$ cat src/rtl/isr_pkg.sv
package isr_pkg;
  typedef enum logic [1:0] {
    HOLD_KEEP = 2'd0,
    HOLD_ON   = 2'd1,
    HOLD_OFF  = 2'd2
  } hold_op_e;

  // engage wins when both strobes coincide
  function automatic hold_op_e hold_decode(input logic set_i, input logic rel_i);
    if (set_i)      return HOLD_ON;
    else if (rel_i) return HOLD_OFF;
    else            return HOLD_KEEP;
  endfunction

  function automatic logic hold_next(input hold_op_e op, input logic q);
    case (op)
      HOLD_ON:  return 1'b1;
      HOLD_OFF: return 1'b0;
      default:  return q;
    endcase
  endfunction
endpackage

$ cat src/rtl/isr_src_sel.sv
module isr_src_sel #(
  parameter int unsigned SEL_W   = 3,
  localparam int unsigned NUM_SRC = (1 << SEL_W) - 1
) (
  input  logic               clk_i,
  input  logic               rst_ni,
  input  logic               we_i,
  input  logic [SEL_W-1:0]   sel_i,
  input  logic [NUM_SRC-1:0] evt_i,
  output logic               req_o,
  output logic               clr_o
);
  logic [SEL_W-1:0] sel_q;
  logic [NUM_SRC:0] evt_ext;

  always_ff @(posedge clk_i or negedge rst_ni) begin
    if (!rst_ni)   sel_q <= '0;
    else if (we_i) sel_q <= sel_i;
  end

  // slot 0 of the extended vector is tied low: selector 0 never fires
  assign evt_ext = {evt_i, 1'b0};
  assign req_o   = evt_ext[sel_q];
  assign clr_o   = we_i && (sel_i == '0);
endmodule

$ cat src/rtl/isr_arb.sv
module isr_arb #(
  parameter int unsigned NUM_LVL = 3,
  localparam int unsigned LVL_W  = (NUM_LVL > 1) ? $clog2(NUM_LVL) : 1
) (
  input  logic [NUM_LVL-1:0] cand_i,
  input  logic [NUM_LVL-1:0] act_i,
  output logic               any_o,
  output logic [NUM_LVL-1:0] gnt_o,
  output logic [LVL_W-1:0]   lvl_o
);
  logic [NUM_LVL-1:0] elig;

  // a level is blocked by itself or any higher-priority active level
  always_comb begin
    logic blk;
    blk = 1'b0;
    for (int l = 0; l < NUM_LVL; l++) begin
      blk     = blk | act_i[l];
      elig[l] = cand_i[l] & ~blk;
    end
  end

  always_comb begin
    logic found;
    found = 1'b0;
    gnt_o = '0;
    lvl_o = '0;
    for (int l = 0; l < NUM_LVL; l++) begin
      if (elig[l] && !found) begin
        found    = 1'b1;
        gnt_o[l] = 1'b1;
        lvl_o    = LVL_W'(l);
      end
    end
    any_o = found;
  end
endmodule

$ cat src/rtl/isr_state.sv
module isr_state
  import isr_pkg::*;
#(
  parameter int unsigned NUM_LVL = 3
) (
  input  logic               clk_i,
  input  logic               rst_ni,
  input  logic [NUM_LVL-1:0] req_i,
  input  logic [NUM_LVL-1:0] clr_i,
  input  logic [NUM_LVL-1:0] gnt_i,
  input  logic               fire_i,
  input  logic [NUM_LVL-1:0] ret_i,
  input  hold_op_e           hold_op_i,
  output logic [NUM_LVL-1:0] pend_o,
  output logic [NUM_LVL-1:0] act_o,
  output logic               hold_o,
  output logic               bub_o
);
  logic [NUM_LVL-1:0] pend_q, act_q, taken;
  logic               hold_q, bub_q;

  assign taken = fire_i ? gnt_i : '0;

  always_ff @(posedge clk_i or negedge rst_ni) begin
    if (!rst_ni) begin
      pend_q <= '0;
      act_q  <= '0;
      hold_q <= 1'b0;
      bub_q  <= 1'b0;
    end else begin
      // same-level requests fold into one bit; taken level is consumed
      pend_q <= (pend_q | req_i) & ~clr_i & ~taken;
      act_q  <= (act_q & ~ret_i) | taken;
      hold_q <= hold_next(hold_op_i, hold_q);
      bub_q  <= fire_i | (|ret_i);
    end
  end

  assign pend_o = pend_q;
  assign act_o  = act_q;
  assign hold_o = hold_q;
  assign bub_o  = bub_q;
endmodule

$ cat src/rtl/isr_link_ctl.sv
module isr_link_ctl
  import isr_pkg::*;
#(
  parameter int unsigned NUM_LVL  = 3,
  parameter int unsigned SEL_W    = 3,
  parameter int unsigned VEC_W    = 9,
  parameter logic [VEC_W-1:0] VEC_BASE = 9'h1F0,
  localparam int unsigned NUM_SRC = (1 << SEL_W) - 1,
  localparam int unsigned LVL_W   = (NUM_LVL > 1) ? $clog2(NUM_LVL) : 1
) (
  input  logic               clk_i,
  input  logic               rst_ni,
  input  logic [NUM_LVL-1:0] cfg_we_i,
  input  logic [SEL_W-1:0]   cfg_sel_i,
  input  logic [NUM_SRC-1:0] evt_i,
  input  logic               hold_set_i,
  input  logic               hold_rel_i,
  input  logic               slot_i,
  input  logic               busy_i,
  input  logic               rep_i,
  input  logic [NUM_LVL-1:0] ret_i,
  output logic               ins_o,
  output logic [LVL_W-1:0]   ins_lvl_o,
  output logic [VEC_W-1:0]   ins_vec_o,
  output logic               bubble_o
);
  logic [NUM_LVL-1:0] req, clr, pend_w, act_w, gnt;
  logic [LVL_W-1:0]   lvl;
  logic               any, hold_w, bub_w, gate_ok, fire;

  for (genvar g = 0; g < NUM_LVL; g++) begin : g_src
    isr_src_sel #(.SEL_W(SEL_W)) u_src (
      .clk_i (clk_i),
      .rst_ni(rst_ni),
      .we_i  (cfg_we_i[g]),
      .sel_i (cfg_sel_i),
      .evt_i (evt_i),
      .req_o (req[g]),
      .clr_o (clr[g])
    );
  end

  // raw event counts in its own cycle, not only after it is latched
  isr_arb #(.NUM_LVL(NUM_LVL)) u_arb (
    .cand_i(pend_w | (req & ~clr)),
    .act_i (act_w),
    .any_o (any),
    .gnt_o (gnt),
    .lvl_o (lvl)
  );

  assign gate_ok = slot_i && !busy_i && !rep_i && !hold_w && !bub_w;
  assign fire    = any && gate_ok;

  isr_state #(.NUM_LVL(NUM_LVL)) u_state (
    .clk_i    (clk_i),
    .rst_ni   (rst_ni),
    .req_i    (req),
    .clr_i    (clr),
    .gnt_i    (gnt),
    .fire_i   (fire),
    .ret_i    (ret_i),
    .hold_op_i(hold_decode(hold_set_i, hold_rel_i)),
    .pend_o   (pend_w),
    .act_o    (act_w),
    .hold_o   (hold_w),
    .bub_o    (bub_w)
  );

  assign ins_o     = fire;
  assign ins_lvl_o = fire ? lvl : '0;
  assign ins_vec_o = fire ? VEC_BASE + VEC_W'({lvl, 1'b0}) : '0;
  assign bubble_o  = bub_w;
endmodule

$ cat config.mk
export PLATFORM = sky130hd
export DESIGN_NAME = isr_link_ctl
export DESIGN_NICKNAME = d
export VERILOG_FILES = /design/src/rtl/isr_pkg.sv /design/src/rtl/isr_src_sel.sv /design/src/rtl/isr_arb.sv /design/src/rtl/isr_state.sv /design/src/rtl/isr_link_ctl.sv
export SDC_FILE = /design/constraint.sdc
export NUM_CORES = 1
export LEC_CHECK = 0
export CAP_MARGIN = 20
export CORE_UTILIZATION = 40
export CTS_CLUSTER_DIAMETER = 100
export DETAILED_ROUTE_END_ITERATION = 10
export GPL_ROUTABILITY_DRIVEN = 1
export PLACE_DENSITY = 0.72
export SYNTH_ARGS = -nofsm -noshare
export SYNTH_HDL_FRONTEND = slang
export SYNTH_SLANG_ARGS = --single-unit
$ cat constraint.sdc
create_clock -name clk_i -period 3.76 [get_ports clk_i]
set_input_delay 1.128 -clock clk_i [delete_from_list [all_inputs] [get_ports clk_i]]
set_output_delay 1.128 -clock clk_i [all_outputs]
set_load 0.02 [all_outputs]
Word-level counts from Yosys, hierarchy flattened
Index checks and enable logic that the tools add are counted.
{"block": "op_classes", "n_addsub": 1, "magnitude_cmp": 3, "eq_ne": 2, "muxes": 19, "n_bitwise": 19, "n_reduce_logical": 19}
{"op": "$and 3x3->3", "count": 4}
{"op": "$lt 3x4->1 const B", "count": 3}
{"op": "$logic_and 1x1->1", "count": 10}
{"op": "$bmux 1 s3", "count": 3}
{"op": "$mux 1", "count": 9}
{"op": "$mux 9", "count": 1}
{"op": "$not 3->3", "count": 3}
{"op": "$or 3x3->3", "count": 3}
{"op": "$mux 2", "count": 4}
{"op": "$add 5x4->6 const A", "count": 1}
{"op": "$logic_not 1->1", "count": 6}
{"op": "$and 1x1->1", "count": 3}
{"op": "$logic_not 3->1", "count": 1}
{"op": "$mux 3", "count": 1}
{"op": "$not 1->1", "count": 3}
{"op": "$or 1x1->1", "count": 3}
{"op": "$reduce_or 3->1", "count": 1}
{"op": "$eq 2x1->1 const B", "count": 1}
{"op": "$eq 2x2->1 const B", "count": 1}
{"op": "$pmux 1 s2", "count": 1}
{"op": "$reduce_bool 2->1", "count": 1}
{"block": "word_totals", "reg_bits": 17, "output_inout_bits": 13, "word_cells": 70}

Longest topological paths before layout
Gate-level depths: netlist (run 1).
{"block": "depth", "word_depth": 17, "depth_mapped": 7}

Modules after synthesis
A second synthesis (run 1) with hierarchy kept.
{"block": "unflattened", "hier_cells": 97, "area_unflattened_um2": 1076.0}
{"mod": "isr_src_sel", "instances": 3, "cells_per_inst": 12, "area_per_inst_um2": 181.4, "seq_area_each_um2": 75.1}
{"mod": "isr_state", "instances": 1, "cells_per_inst": 28, "area_per_inst_um2": 304.0, "seq_area_each_um2": 200.2}
{"mod": "isr_link_ctl", "instances": 1, "cells_per_inst": 22, "area_per_inst_um2": 161.4, "seq_area_each_um2": 0.0}
{"mod": "isr_arb", "instances": 1, "cells_per_inst": 11, "area_per_inst_um2": 66.3, "seq_area_each_um2": 0.0}

Least setup slack after synthesis (run 1)
Ideal clock, no wire load.
{"block": "synth_path", "path_kind": "input to output", "start": "in evt_i[6]", "end": "out ins_vec_o[4]", "arrival_time_ns": 2.927, "t_required_ns": 2.632, "path_slack_ns": -0.295, "path_stages": 6, "n_path_buf": 1, "path_cell_list": "mux2_1 mux4_2 a31o_1 and2b_2 o21ai_0 buf_4"}
{"block": "synth_via", "elab_chain_len": 14, "word_cells_on_any_way": 23, "cone_classes": "1 x add/sub; 12 x mux; 5 x bitwise; 5 x reduce/logical"}
{"item": "start, declared", "line": "isr_link_ctl.sv:15", "rtl": "input logic [NUM_SRC-1:0] evt_i,"}
{"item": "$bmux 1 s3", "line": "isr_src_sel.sv:23", "rtl": "assign req_o = evt_ext[sel_q];"}
{"item": "$mux 1 (not written as such)", "line": "isr_src_sel.sv:23"}
{"item": "$and 3x3->3 (*)", "line": "isr_link_ctl.sv:45", "rtl": ".cand_i(pend_w | (req & ~clr)),"}
{"item": "$or 3x3->3 (*)", "line": "isr_link_ctl.sv:45"}
{"item": "$and 1x1->1", "line": "isr_arb.sv:19", "rtl": "elig[l] = cand_i[l] & ~blk;"}
{"item": "$mux 1", "line": "isr_arb.sv:29", "rtl": "if (elig[l] && !found) begin"}
{"item": "$logic_not 1->1", "line": "isr_arb.sv:29"}
{"item": "$logic_and 1x1->1", "line": "isr_arb.sv:29"}
{"item": "$mux 1", "line": "isr_arb.sv:29"}
{"item": "$logic_not 1->1", "line": "isr_arb.sv:29"}
{"item": "$logic_and 1x1->1", "line": "isr_arb.sv:29"}
{"item": "$mux 1 (*)", "line": "isr_arb.sv:29"}
{"item": "$logic_and 1x1->1 (*)", "line": "isr_link_ctl.sv:53", "rtl": "assign fire = any && gate_ok;"}
{"item": "net ins_o", "line": "isr_link_ctl.sv:22", "rtl": "output logic ins_o,"}
{"item": "$mux 9 (*)", "line": "isr_link_ctl.sv:72", "rtl": "assign ins_vec_o = fire ? VEC_BASE + VEC_W'({lvl, 1'b0}) : '0;"}
{"item": "end, declared", "line": "isr_link_ctl.sv:24", "rtl": "output logic [VEC_W-1:0] ins_vec_o,"}
Mark *: on every way through the listed nets, which the timed path passes. The rest lies on a longest branch. The select of a mux whose other input is x is not followed.

Worst setup path in the final report (run 1)
{"block": "layout_path", "start": "in evt_i[4]", "end": "out ins_o"}
{"block": "layout_via", "elab_chain_len": 13, "word_cells_on_any_way": 19, "cone_classes": "9 x mux; 5 x bitwise; 5 x reduce/logical"}
{"item": "$bmux 1 s3", "line": "isr_src_sel.sv:23"}
{"item": "$mux 1 (not written as such)", "line": "isr_src_sel.sv:23"}
{"item": "$and 3x3->3 (*)", "line": "isr_link_ctl.sv:45"}
{"item": "$or 3x3->3 (*)", "line": "isr_link_ctl.sv:45"}
{"item": "$and 1x1->1", "line": "isr_arb.sv:19"}
{"item": "$mux 1", "line": "isr_arb.sv:29"}
{"item": "$logic_not 1->1", "line": "isr_arb.sv:29"}
{"item": "$logic_and 1x1->1", "line": "isr_arb.sv:29"}
{"item": "$mux 1", "line": "isr_arb.sv:29"}
{"item": "$logic_not 1->1", "line": "isr_arb.sv:29"}
{"item": "$logic_and 1x1->1", "line": "isr_arb.sv:29"}
{"item": "$mux 1 (*)", "line": "isr_arb.sv:29"}
{"item": "$logic_and 1x1->1 (*)", "line": "isr_link_ctl.sv:53"}
{"item": "end, declared", "line": "isr_link_ctl.sv:22"}
Every way passes the cells marked *; elsewhere a longest branch is shown, timed or not. The select of a mux whose other input is x is not followed.

==> key figures, run 1 <==
Outcome
  • Status: complete, but fails checks
  • Violated checks: negative setup slack

Setup path
  • Critical-path cell list: buf_6, mux2_4, mux4_2, a31o_1, and2b_2, o21ai_4, buf_6
  • Critical path's slowest cell: mux4_2
  • Setup crit end kind: output pin
  • CP required: 2.63 ns
  • Critical Path Start Type: input pin
  • CP dominant cell by count: buf_6
  • Arrival time worst endpoint: 2.74 ns
  • Max incr delay on CP: 0.48 ns
  • FF-to-FF Start: g_src[1].u_src.sel_q[1]
  • CP Class: in -> out
  • CP startpoint: evt_i[4]
  • Max FO, Critical Path: 6

Logic synthesis
  • Post-synthesis sequential area ratio: 40.0%
  • Avg Inst Size Synth: 11.6 µm²
  • Post-synthesis async set-or-reset flop share: 100%
  • Most common cell in the netlist: dfrtp_1
  • Main synth FF type: dfrtp_1
  • Yosys top cell by area: dfrtp_1
  • Count of cell types in the netlist: 34
  • EDFF count, synth: 0
  • Cell count after synthesis: 92
  • Synth warnings: 0
  • Ranking of synthesized cells by area: dfrtp_1, mux2_2, mux4_2, buf_4, mux2_1
  • Syn Std Cell Area: 1060 µm²
  • Post-synth top cells: dfrtp_1, mux2_2, buf_4
  • Flops & latches, synth: 17
  • Synth top area share: 40.0%

Floorplan
  • Die area: 2870 µm²
  • Die W: 53.6 µm
  • Die height: 53.6 µm
  • Row cnt: 18
  • IO Count: 36
  • Initial Util: 42.5%
  • Core Area: 2500 µm²

Layout
  • Filler cells: 194
  • Share of layout cells above drive strength 1: 52.4%
  • Final std cell area, no fill: 1670 µm²
  • Final nets: 169
  • Core Util, Final: 66.6%
  • ANT cells: 0
  • Layout area overhead: 56.6%

Detailed routing
  • Vias per inst: 5.32
  • Routed wire length: 2.60 mm
  • DR iter-0 viols: 15
  • WL per Instance: 14.9 µm
  • Routed Antenna Nets: 0
  • Via Count: 931
  • Router iterations before antenna repair: 4
  • DRC Markers: 0

Timing
  • Final setup fails: 10
  • Final worst setup slack: -0.105 ns
  • Final Max Slew Viols: 0
  • Slew margin rel.: 47.5%
  • Tcrit/Tclk final: 103%
  • Worst-Margin Slew: 0.785 ns
  • Final setup TNS: -0.787 ns
  • Fmax achieved: 259 MHz
  • Skew final: 0.000613 ns
  • Crit path time final: 3.87 ns
  • Final hold violation count: 0
  • RSZ-0062 raised after global routing: yes

Global route
  • Largest net degree at the start of global routing: 18
  • Grt ovf: 0
  • Gr usage total: 20.5%
  • Initial antenna violation count: 0
  • Vias in the first global route: 875
  • First-pass GRT wire length: 4.16 mm

Pwr
  • Worst VDD drop: 0.000196 V
  • Leak: 0.000739 µW
  • Power density over the cells: 265 nW/µm²
  • PnR Total Power: 441 µW

Clocking
  • Clock buffer depth: 2
  • Worst skew pair latency: 0.29 ns
  • H-tree levels: 1
  • CTS buffer count: 3
  • Root buffer cell: clkbuf_4
  • Reg clk slew, reported paths: 0.10 ns
  • Hold Buf Count CTS: 0
  • CTS tree: done
  • CTS Sinks: 17

Placement
  • GPL Wtd Cong: 0.810
  • Port Buffers: 33
  • DP HPWL: 2.13 mm
  • Worst slack, placed: -0.895 ns
  • Placed cell areas: 1550 µm²

Hold path
  • Hold WC Path Type: reg -> reg
  • Hold path start: u_state.act_o[1]

Run
  • Number of max-cap violations: 0
-- layer usage --
| metal | track usage, % | part of all wire, % | routed length (µm) | up-vias |
|---|---|---|---|---|
| li1 | - | - | - | 442 |
| met1 | 29.5 | 46 | 1190 | 466 |
| met2 | 33.1 | 52 | 1350 | 21 |
| met3 | 1.69 | 1.5 | 39 | 2 |
| met4 | 5.26 | 0.69 | 18 | 0 |
| met5 | 0 | 0 | 0 | - |
-- cell families after synthesis --
group | count (synthesis) | synth area share, %
mux | 21 | 26.4
flops | 17 | 40.0
compound gates | 19 | 13.9
other cells | 1 | 0.353
simple gates | 20 | 11.3
buf+inv | 14 | 8.12
-- report_power, final --
group | total (µW) | internal, µW | switching, µW
clock network | 99.2 | 39.5 | 59.7
registers | 216 | 197 | 18.4
logic | 126 | 81.8 | 44.0
-- layout by cell type (no fill, tap or decap), types with 3 or more instances in the layout --
master and instances:
clkdlybuf4s50_1 13, buf_6 18, dlygate4sd2_1 3, mux2_2 12
mux2_4 3, inv_1 4, dfrtp_1 17, mux4_2 4
nand2_1 4, clkbuf_4 3, a21oi_1 3, buf_4 23
-- layout make-up --
type,instances,area (µm²),area share (%)
Multi-Input combinational cell,62,623,37.4
Timing Repair Buffer,58,537,32.2
Sequential cell,17,425,25.5
Tap cell,30,37.5,2.25
Clock buffer,3,22.5,1.35
Inverter,4,15.0,0.902
Clock inverter,1,5.00,0.301
-- registers in the layout, summed over array words and instances, names as in the netlist --
signal	cells
u_state.bub_o	1
u_state.pend_o	3
u_state.hold_o	1
u_state.act_o	3
g_src.u_src.sel_q	9
-- metrics by stage --
| stage | hold WS [ns] | cells |
|---|---|---|
| 3_3_place_gp | 0.467 | 168 |
| 5_1_grt | 0.528 | 175 |
| 3_5_place_dp | 0.475 | 168 |
| 6_report | 0.491 | 175 |
| 4_1_cts | 0.498 | 174 |
| 2_1_floorplan | 0.451 | 93 |
-- worst max-delay path: cells and delay by family --
family                 cells  cell delay [ns]
AOI/OAI and AO/OA          2             0.36
buffers and inverters      2             0.26
muxes                      2             0.73
and+or+nand+nor            1             0.25
-- final timing paths --
kind | end | slack (ns) | cells after the start
min reg2reg | u_state.act_o[1] | 0.49 | 1
max in group asynchronous | g_src[2].u_src.sel_q[0] | 1.99 | 1
min | u_state.act_o[1] | 0.49 | 1
max | ins_o | -0.11 | 7
min in group asynchronous | g_src[1].u_src.sel_q[1] | 1.28 | 1
max reg2reg | u_state.pend_o[2] | 1.52 | 6
-- repair_timing --
action	CTS	global route
gates resized for setup	98	9
setup buffers	2	1
endpoints found under the setup margin	10	10
endpoints found under the hold margin	0	0
pin swaps	6	3
Power figures use the tool's default switching activity.
==> run 2, diff against run 1 <==
==> constraint.sdc (replaced) <==
create_clock -name clk_i -period 3.4 [get_ports clk_i]
set_input_delay 1.02 -clock clk_i [delete_from_list [all_inputs] [get_ports clk_i]]
set_output_delay 1.02 -clock clk_i [all_outputs]
set_load 0.02 [all_outputs]
==> run 2 against run 1 <==
Effect of this change: the flow still finishes with violations (negative setup slack); combinational power increased by 15%; total power increased by 11%; worst hold slack improved by 0.014 ns; clock power increased by 7%; cell area increased by 0.45%; routed wire length increased by 6.0%; setup slack got worse by 0.13 ns; non-clock buffer count increased by 2; global-route usage increased by 2.0 points; register-to-register slack got worse by 0.44 ns; clock-buffer cell count unchanged; utilization increased by 0.30 points.
==> key figures, run 2 (synthesis results as in run 1) <==
Outcome
  • Status: complete, but fails checks
  • Violated checks: negative setup slack

Pwr
  • Power Internal: 355 µW (+11%)
  • Clock share of power: 21.8% (-0.7 points)
  • Switching power: 134 µW (+9.5%)
  • Sw Ratio: 27.4% (-0.33 points)
  • Sequential power share: 48.5% (-0.4 points)
  • Combinational share of power: 29.7% (+1.1 points)
  • Worst VDD drop: 0.000293 V (+49%)
  • Leak: 0.000750 µW (+1.4%)
  • Power density over the cells: 292 nW/µm² (+10%)

Detailed routing
  • Vias per inst: 5.29 (-0.49%)
  • DR iter-0 viols: 15 (unchanged)
  • DRC Markers: 0 (unchanged)
  • Via Count: 937 (+0.64%)
  • WL per Instance: 15.6 µm (+4.8%)
  • Routed wire length: 2.76 mm (+6.0%)
  • Metal2 WL: 1.46 mm (+8.2%)
  • Met1 WL: 1.19 mm (-0.42%)
  • Routed Antenna Nets: 0 (unchanged)
  • Highest metal used: met4
  • Router iterations before antenna repair: 4 (unchanged)
  • Routed met3 length: 77 µm (+97%)

Timing
  • Final Max Slew Viols: 0 (unchanged)
  • Crit path time final: 3.64 ns
  • Fmax achieved: 275 MHz
  • WHS: 0.505 ns (+0.0140 ns)
  • Slew margin rel.: 48.5% (+0.93 points)
  • Final setup fails: 10 (unchanged)
  • Final hold violation count: 0 (unchanged)
  • Final worst setup slack: -0.236 ns (-0.131 ns)
  • Worst-Margin Slew: 0.771 ns (-0.0140 ns)
  • RSZ-0062 raised after global routing: yes
  • Skew final: 0.00466 ns (+0.00405 ns)
  • Tcrit/Tclk final: 107%

Hold path
  • Hold depth: 1 (unchanged)
  • Hold WC Path Type: reg -> reg

Setup path
  • CP dominant cell by count: buf_6
  • WP depth: 7 (unchanged)
  • WP buf/inv: 2 (unchanged)
  • Max incr delay on CP: 0.49 ns (about the same)
  • Arrival time worst endpoint: 2.62 ns (-0.12 ns)
  • Critical path's slowest cell: mux4_2
  • Max FO, Critical Path: 6 (unchanged)
  • CP Class: in -> out
  • R2R Setup Slk: 1.08 ns (-0.44 ns)
  • Critical-path cell list: buf_6, mux2_4, mux4_2, a31o_1, and2b_2, o21ai_4, buf_6
  • Worst reg2reg path depth: 7 (+1)
  • Critical path's top delay family: multiplexers
  • Setup crit end kind: output pin
  • Critical Path Start Type: input pin
  • CP required: 2.38 ns (-0.25 ns)

Global route
  • Grt ovf: 0 (unchanged)
  • First-pass GRT wire length: 4.49 mm (+8.0%)
  • Gr usage total: 22.5% (+2.0 points)
  • Initial antenna violation count: 0 (unchanged)
  • Vias in the first global route: 932 (+6.5%)
  • Largest net degree at the start of global routing: 18 (unchanged)

Placement
  • DP HPWL: 2.22 mm (+4.1%)
  • Worst slack, placed: -1.01 ns (-0.119 ns)
  • GPL Wtd Cong: 0.818 (+0.99%)
  • Port Buffers: 33 (unchanged)

Run
  • Number of max-cap violations: 0 (unchanged)

Layout
  • Largest reg by FF count: g_src.u_src.sel_q
  • Largest register FFs: 9 (unchanged)
  • Share of layout cells above drive strength 1: 53.1% (+0.65 points)
  • Commonest non-fill, non-tap cell in the layout: buf_4
  • ANT cells: 0 (unchanged)
  • Most frequent cells in the layout: buf_4, dfrtp_1, buf_6
  • Layout area overhead: 57.3%
  • Final nets: 171 (+1.2%)

Clocking
  • Worst skew pair latency: 0.29 ns (about the same)
  • CTS Sinks: 17 (unchanged)
  • Hold Buf Count CTS: 0 (unchanged)
  • CTS tree: done
  • Clock buffer depth: 2 (unchanged)
  • CTS buffer count: 3 (unchanged)
  • Reg clk slew, reported paths: 0.09 ns (about the same)
  • H-tree levels: 1 (unchanged)
  • Root buffer cell: clkbuf_4

Floorplan
  • Core Area: 2500 µm² (unchanged)
  • Die area: 2870 µm² (unchanged)
  • Initial Util: 42.5% (unchanged)
  • Die W: 53.6 µm (unchanged)
  • Row cnt: 18 (unchanged)
  • IO Count: 36 (unchanged)
  • Die height: 53.6 µm (unchanged)
==> run 2: layout make-up <==
cell class / count / area [µm²]
Clock buffer: 3 / 22.5
Sequential cell: 17 / 425
Clock inverter: 1 / 5.00
Multi-Input combinational cell: 62 / 623
Inverter: 4 / 15.0
Timing Repair Buffer: 60 / 544
Fill cell: 190 / 827
Tap cell: 30 / 37.5
==> run 2: metrics by stage <==
step	setup TNS (ns)	cell area, µm²	cells	power [µW]	utilization [%]
floorplan	-0.640	1120	93	307	-
global placement	-9.59	1560	168	367	62.3
detailed placement	-9.92	1560	168	372	62.3
CTS	-2.15	1650	174	489	66.0
global route	-2.60	1670	177	514	66.9
finish	-2.07	1670	177	488	66.9
==> run 2: worst register-to-register path, cell delays in order, from the launching register on <==
cell and delay (ns):
dfrtp_1 0.47, mux2_2 0.38, mux4_2 0.52, a22oi_4 0.21, buf_4 0.16, nand2b_4 0.06, buf_4 0.14, o311a_1 0.28
==> run 2: path summary, 6_finish.rpt <==
| path | startpoint | to |
|---|---|---|
| worst max-delay path | evt_i[4] | ins_vec_o[4] |
| worst min-delay path | u_state.act_o[1] | u_state.act_o[1] |
| worst max register to register | g_src[0].u_src.sel_q[2] | u_state.pend_o[2] |
| worst min register to register | u_state.act_o[1] | u_state.act_o[1] |
| max in group asynchronous | rst_ni | u_state.act_o[2] |
| min in group asynchronous | rst_ni | g_src[1].u_src.sel_q[0] |
==> run 2: timing repair <==
item / 4_1_cts / 5_1_grt
pin swaps: 7 / 3
resized for setup: 104 / 0
endpoints found under the setup margin: 10 / 10
gates cloned: 0 / 0
buffers inserted: 2 / 3
==> run 2: power groups by stage <==
| stage | clock network (µW) | logic [µW] | registers, µW |
|---|---|---|---|
| 4_1_cts | 110 | 143 | 236 |
| 2_1_floorplan | 0 | 72.0 | 235 |
| 3_3_place_gp | 0 | 129 | 238 |
| 3_5_place_dp | 0 | 133 | 239 |
| 5_1_grt | 118 | 156 | 240 |
| 6_report | 106 | 145 | 237 |
==> run 2: routing by layer <==
layer	global-route usage [%]	vias up
li1	-	449
met2	36.3	18
met3	2.82	4
met1	31.1	466
met4	7.89	0
met5	0	-
